`src/rtl/irqm_pkg.sv`:
```
package irqm_pkg;
    typedef enum logic [1:0] {
        ACC_NONE = 2'd0,
        ACC_SET  = 2'd1,
        ACC_CLR  = 2'd2
    } acc_kind_t;
endpackage

```
`src/rtl/irqm_decode.sv`:
```
module irqm_decode
    import irqm_pkg::*;
#(
    parameter int unsigned ADDR_W  = 8,
    parameter int unsigned DATA_W  = 32,
    parameter int unsigned SET_OFS = 12,
    parameter int unsigned CLR_OFS = 16
) (
    input  logic              wr_en,
    input  logic              rd_en,
    input  logic [ADDR_W-1:0] addr,
    output acc_kind_t         wr_kind,
    output logic              rd_hit
);
    localparam int unsigned ALIGN_BITS = $clog2(DATA_W / 8);

    logic aligned;
    logic hit_set;
    logic hit_clr;

    always_comb begin
        aligned = (addr[ALIGN_BITS-1:0] == '0);
        hit_set = aligned && (addr == ADDR_W'(SET_OFS));
        hit_clr = aligned && (addr == ADDR_W'(CLR_OFS));
        rd_hit  = rd_en && (hit_set || hit_clr);
        if (wr_en && hit_set)
            wr_kind = ACC_SET;
        else if (wr_en && hit_clr)
            wr_kind = ACC_CLR;
        else
            wr_kind = ACC_NONE;
    end
endmodule

```
`src/rtl/irqm_mask_reg.sv`:
```
module irqm_mask_reg
    import irqm_pkg::*;
#(
    parameter int unsigned DATA_W = 32
) (
    input  logic              clk,
    input  logic              rst_n,
    input  acc_kind_t         wr_kind,
    input  logic [DATA_W-1:0] wdata,
    input  logic              msg_irq_on,
    output logic [DATA_W-1:0] mask,
    output logic              err
);
    typedef struct packed {
        logic [DATA_W-1:0] mask;
        logic              err;
    } state_t;

    state_t st_d, st_q;

    always_comb begin
        st_d     = st_q;
        st_d.err = 1'b0;
        case (wr_kind)
            ACC_SET: st_d.mask = st_q.mask | wdata;
            ACC_CLR: st_d.mask = st_q.mask & ~wdata;
            default: st_d.mask = st_q.mask;
        endcase
        if (wr_kind != ACC_NONE && msg_irq_on)
            st_d.err = 1'b1;
    end

    always_ff @(posedge clk or negedge rst_n) begin
        if (!rst_n)
            st_q <= '0;
        else
            st_q <= st_d;
    end

    assign mask = st_q.mask;
    assign err  = st_q.err;

    AST_SET_OR: assert property (@(posedge clk) disable iff (!rst_n)
        (wr_kind == ACC_SET) |=> ((mask & $past(wdata)) == $past(wdata)));
    AST_CLR_ANDN: assert property (@(posedge clk) disable iff (!rst_n)
        (wr_kind == ACC_CLR) |=> ((mask & $past(wdata)) == '0));
    AST_MASK_HOLD: assert property (@(posedge clk) disable iff (!rst_n)
        (wr_kind == ACC_NONE) |=> $stable(mask));
endmodule

```
`src/rtl/irqm_pin.sv`:
```
module irqm_pin #(
    parameter int unsigned DATA_W = 32
) (
    input  logic              clk,
    input  logic              rst_n,
    input  logic [DATA_W-1:0] status,
    input  logic [DATA_W-1:0] mask,
    input  logic              msg_irq_on,
    output logic              irq
);
    logic [DATA_W-1:0] pend;
    logic              irq_d, irq_q;

    for (genvar i = 0; i < DATA_W; i++) begin : g_pend
        assign pend[i] = status[i] & ~mask[i];
    end

    always_comb begin
        irq_d = (|pend) && !msg_irq_on;
    end

    always_ff @(posedge clk or negedge rst_n) begin
        if (!rst_n)
            irq_q <= 1'b0;
        else
            irq_q <= irq_d;
    end

    assign irq = irq_q;

    AST_PIN_LEVEL: assert property (@(posedge clk) disable iff (!rst_n)
        (!msg_irq_on && ((status & ~mask) != '0)) |=> irq);
    AST_PIN_MASKED: assert property (@(posedge clk) disable iff (!rst_n)
        ((status & ~mask) == '0) |=> !irq);
    AST_MSI_QUIET: assert property (@(posedge clk) disable iff (!rst_n)
        msg_irq_on |=> !irq);
endmodule

```
`src/rtl/irq_mask_unit.sv`:
```
module irq_mask_unit
    import irqm_pkg::*;
#(
    parameter int unsigned ADDR_W  = 8,
    parameter int unsigned DATA_W  = 32,
    parameter int unsigned SET_OFS = 12,
    parameter int unsigned CLR_OFS = 16
) (
    input  logic              clk,
    input  logic              rst_n,
    input  logic              bus_wr_en,
    input  logic              bus_rd_en,
    input  logic [ADDR_W-1:0] bus_addr,
    input  logic [DATA_W-1:0] bus_wdata,
    output logic [DATA_W-1:0] bus_rdata,
    input  logic [DATA_W-1:0] status_in,
    input  logic              msg_irq_on,
    output logic              irq_pin,
    output logic [DATA_W-1:0] mask_out,
    output logic              guest_err
);
    acc_kind_t         wr_kind;
    logic              rd_hit;
    logic [DATA_W-1:0] mask_q;

    irqm_decode #(
        .ADDR_W (ADDR_W),
        .DATA_W (DATA_W),
        .SET_OFS(SET_OFS),
        .CLR_OFS(CLR_OFS)
    ) i_decode (
        .wr_en  (bus_wr_en),
        .rd_en  (bus_rd_en),
        .addr   (bus_addr),
        .wr_kind(wr_kind),
        .rd_hit (rd_hit)
    );

    irqm_mask_reg #(.DATA_W(DATA_W)) i_mask (
        .clk       (clk),
        .rst_n     (rst_n),
        .wr_kind   (wr_kind),
        .wdata     (bus_wdata),
        .msg_irq_on(msg_irq_on),
        .mask      (mask_q),
        .err       (guest_err)
    );

    irqm_pin #(.DATA_W(DATA_W)) i_pin (
        .clk       (clk),
        .rst_n     (rst_n),
        .status    (status_in),
        .mask      (mask_q),
        .msg_irq_on(msg_irq_on),
        .irq       (irq_pin)
    );

    assign bus_rdata = rd_hit ? mask_q : '0;
    assign mask_out  = mask_q;

    AST_ERR_CAUSE: assert property (@(posedge clk) disable iff (!rst_n)
        guest_err |-> $past(msg_irq_on && (wr_kind != ACC_NONE)));
    AST_ERR_RAISE: assert property (@(posedge clk) disable iff (!rst_n)
        (msg_irq_on && (wr_kind != ACC_NONE)) |=> guest_err);
endmodule

```
`config.mk`:
```
export PLATFORM = sky130hd
export DESIGN_NAME = irq_mask_unit
export DESIGN_NICKNAME = d
export VERILOG_FILES = /design/src/rtl/irqm_pkg.sv /design/src/rtl/irqm_decode.sv /design/src/rtl/irqm_mask_reg.sv /design/src/rtl/irqm_pin.sv /design/src/rtl/irq_mask_unit.sv
export SDC_FILE = /design/constraint.sdc
export NUM_CORES = 1
export LEC_CHECK = 0
export ABC_AREA = 1
export BUFFER_PORTS_ARGS = -buffer_cell sky130_fd_sc_hd__buf_4
export CAP_MARGIN = 20
export CORE_UTILIZATION = 43
export DETAILED_ROUTE_END_ITERATION = 7
export MAX_ROUTING_LAYER = met4
export PLACE_DENSITY_LB_ADDON = 0.12
export SETUP_SLACK_MARGIN = 0.05
export SYNTH_ARGS = -nofsm -noshare
export SYNTH_HDL_FRONTEND = slang
export SYNTH_SLANG_ARGS = --single-unit
```
`constraint.sdc`:
```
create_clock -name clk -period 1.3 [get_ports clk]
set_clock_uncertainty 0.2 [all_clocks]
set_input_delay 0.13 -clock clk [delete_from_list [all_inputs] [get_ports clk]]
set_output_delay 0.13 -clock clk [all_outputs]
set_load 0.005 [all_outputs]
```
### Word-level counts from Yosys, hierarchy flattened

Cells that the tools add are included.

* bits in registers: 34
* bits of input ports: 77
* output and inout bits: 66

* equality and inequality tests: 4
* mux-type cells: 5
* bitwise logic cells: 67
* reduce and logical (&&, ||, !) cells: 13

Operators by type and width (count)
* $pmux W32 S2: 1
* $and A1 B1 Y1: 32
* $and A32 B32 Y32: 1
* $mux W32: 1
* $not A1 Y1: 32
* $not A32 Y32: 1
* $or A32 B32 Y32: 1
* $reduce_or A32 Y1: 1
* $eq A8 B4 Y1 const B: 1
* $eq A8 B5 Y1 const B: 1
* $logic_and A1 B1 Y1: 7
* $mux W2: 2
* $reduce_bool A2 Y1: 2
* $eq A2 B1 Y1 const B: 1
* $eq A2 B2 Y1 const B: 1
* $logic_not A2 Y1: 1
* $logic_not A1 Y1: 1
* $logic_or A1 B1 Y1: 1
* $mux W1: 1

### Longest topological paths before layout

* word-level depth: 8
* mapped depth: 9
* mapped depth without buffers: 7

### By module

Synthesis repeated with hierarchy kept, for this count alone.

* cells, all modules: 355
* area total of the unflattened synthesis: 2214.6 um^2

Modules (own cells, without submodules)
* irqm_mask_reg: times used 1, cells each 178, area each 1483.9 um^2, seq. area each 825.8 um^2
* irqm_pin: times used 1, cells each 91, area each 370.4 um^2, seq. area each 25.0 um^2
* irq_mask_unit: times used 1, cells each 67, area each 274.0 um^2, seq. area each 0.0 um^2
* irqm_decode: times used 1, cells each 19, area each 86.3 um^2, seq. area each 0.0 um^2

### Worst setup path before layout

No wires, ideal clock.

* kind: input-to-reg
* start: input port bus_addr[2]
* end: register with a tool-made name
* library setup time: 0.120 ns
* data arrival time: 0.891 ns
* required time: 0.980 ns
* setup slack: 0.088 ns
* stages on the path: 8
* buffers on the path: 2
* path through: nor2_1 -> nand3b_1 -> nand2_1 -> nand3_2 -> buf_6 -> buf_6 -> o21ai_1 -> nand2_1

RTL lines
* start: declaration: line irq_mask_unit.sv:13 `input logic [ADDR_W-1:0] bus_addr,`

### Worst setup path after layout

* start: input port bus_addr[2]
* end: output port bus_rdata[12]

* longest elaborated chain between the ends: 5
* elaborated cells between the ends (all ways): 7
* those cells by class: 2 x eq/ne; 1 x mux; 4 x reduce/logical

RTL lines
* $eq A8 B4 Y1 or $eq A8 B5 Y1 (tied branches): line irqm_decode.sv:23, irqm_decode.sv:24
* $logic_and A1 B1 Y1, on equally long branches: line irqm_decode.sv:23, irqm_decode.sv:24
* $logic_or A1 B1 Y1 *: line irqm_decode.sv:25 `rd_hit = rd_en && (hit_set || hit_clr);`
* $logic_and A1 B1 Y1 *: line irqm_decode.sv:25
* $mux W32 *: line irq_mask_unit.sv:58 `assign bus_rdata = rd_hit ? mask_q : '0;`
* end: declaration: line irq_mask_unit.sv:15 `output logic [DATA_W-1:0] bus_rdata,`

Mark *: on every way between the ends. The rest lies on a longest branch, timed or not.

==> flow_summary.ini <==
[status]
status = complete, but fails checks
violations = negative setup slack

[setup_path]
path_class = in2out
arrival_ps = 1180
reg2reg_depth = 7
reg2reg_to = i_pin.irq$_DFF_PN0_
regToRegSetupSlack_ps = -90
critical_path_required_ps = 970
worst_setup_path_start_kind = primary input
endpoint_kind = output port
cp_max_fo = 9

[synthesis]
synth_area_um2 = 2210
yosysUniqueCellTypes = 14
synth_edf_count = 0
synth_top_cell_by_area = dfrtp_1
synth_top_area_share = 0.385
async_flop_share = 1.00
synth_most_common_cell = nand2_1
yosys_warnings = 0
synth_ff_type = dfrtp_1
synthTopCellsByArea = dfrtp_1 39%, nand2_1 20%, inv_1 11%
syn_nets = 426
synth_common_cells = 119 x nand2_1, 66 x inv_1, 53 x nor2_1, 34 x dfrtp_1, 27 x nor2_2
syn_inst = 349
syn_avg_cell_area_um2 = 6.32
synth-seq-cells = 34
ys_seq_area_frac = 0.385

[worst_hold_path]
min_from = bus_wdata[25]
hold_depth = 4
hold_path_class = in2reg

[timing]
hold_ws_ps = 1.20
slew_viol_final = 0
hold_viol = 0
rsz0062_at_grt = true
fin_setup_tns_ps = -4490
fin_crit_sh = 1.16
finalSetupViolCount = 37
max_freq_mhz = 663
fin_crit_ps = 1510
fin_ws_ps = -209
relSlewSlack = 0.688
tightestPinTransition_ps = 469

[final_layout]
final_util = 0.900
fillers = 230
final_area_um2 = 4340
drive_gt1_frac = 0.448
instances_no_fill = 618
multi_input_area_um2 = 1160
areaGrowthSynthToFinish_pct = 96.5
regArea_um2 = 851
layout.nets = 627
n_antenna_cell = 0

[detailed_routing]
drc_errors = 0
wirelength_mm = 9.55
drtIter0Drc = 218
antenna_left = 0
vias_per_cell = 4.93
route.vias.total = 3046
drtPass1Iterations = 4
routedWlPerCell_um = 15.5

[power_and_ir_drop]
power-per-cell-area_nw_per_um2 = 706
p_total_mw = 3.06
leakage_nw = 2.39
max-vdd-ir-drop_uv = 536

[placement]
dp.final_hpwl_mm = 4.69
dp_cells = 562
pre_cts_ws_ps = -156
routabilityCongestion = 0.725
placed_area_um2 = 3420
io_buffers = 142

[clock_network]
clockBufferDepth = 2
cts.sinks = 34
clockRootBuffer = clkbuf_8
cts_buffers = 5
clock_latency_ps = 290
cts_htree_levels = 2
cts_tree = yes
clk_pin_slew_ps = 70

[floorplanning]
initial_utilization = 0.458
core-area_um2 = 4820
row_count = 25
fp.dieH_um = 73.6
die-area_um2 = 5420
ios = 143
die_w_um = 73.6

[flow_run]
max-cap-violations = 0

[global_routing]
grt_pass1_wl_mm = 11.3
grt_overflow = 0
grt_max_degree = 35
grt_usage = 0.281
antenna_found_initial = 0
grt_pass1_vias = 2613
worst max-delay path, cell delays in order:
cell      delay [ps]
buf_8            100
nor2_4            90
nand3b_1         120
nand2_2          110
nand3_4          140
buf_4            220
nor2_1           140
buf_4            130
timing repair:
action	in CTS	in global routing
gates resized for setup	41	49
gates cloned	2	8
hold buffers	32	0
setup endpoints to repair	44	74
hold endpoints to repair	66	0
setup buffers	2	4
pin swaps	9	8
final cells by class:
class	count	share of cell area
clock buffers	8	0.0254
inverters	66	0.0571
multi-input cells	237	0.267
flip-flops and latches	34	0.196
well taps	67	0.0193
repair buffers	206	0.435
placed cells by master (no fill, tap or decap):
cell type / n
nor2_4: 6
o21ai_1: 25
buf_8: 2
o21ai_0: 1
nor2_2: 36
buf_4: 132
nor2_1: 38
a21oi_1: 1
dfrtp_1: 34
nand3_2: 1
inv_2: 9
nand2_2: 4
nand3_4: 3
dlygate4sd3_1: 32
clkbuf_8: 8
o21ai_4: 1
nand2_1: 115
clkbuf_16: 5
buf_6: 32
o21ai_2: 5
buf_12: 3
nand3b_1: 1
inv_1: 57
power by group:
part | switching, mW | leakage [nW] | internal, mW
combinational | 0.384 | 1.87 | 0.511
sequential | 0.0803 | 0.461 | 1.15
clock | 0.404 | 0.0575 | 0.535
metal layers:
layer / global-route usage / vias to the layer above / part of all wire
li1: - / 1417 / -
met3: 0.0453 / 27 / 0.069
met4: 0.0812 / 0 / 0.033
met2: 0.522 / 164 / 0.54
met1: 0.306 / 1438 / 0.36
met5: - / - / 0
logic make-up after synthesis:
logic type,synth area share
flops,0.385
buf+inv,0.158
simple gates,0.382
compound gates,0.0748
worst max path at each step:
| stage | start | end | cells after the start |
|---|---|---|---|
| after floorplan | bus_addr[2] | flip-flop | 8 |
| after CTS | bus_addr[2] | bus_rdata[21] | 8 |
| after global routing | bus_addr[2] | bus_rdata[13] | 8 |
| final | bus_addr[2] | bus_rdata[12] | 8 |
| after detailed placement | bus_addr[2] | flip-flop | 8 |
| after global placement | bus_addr[2] | flip-flop | 8 |
Power figures use the tool's default switching activity.
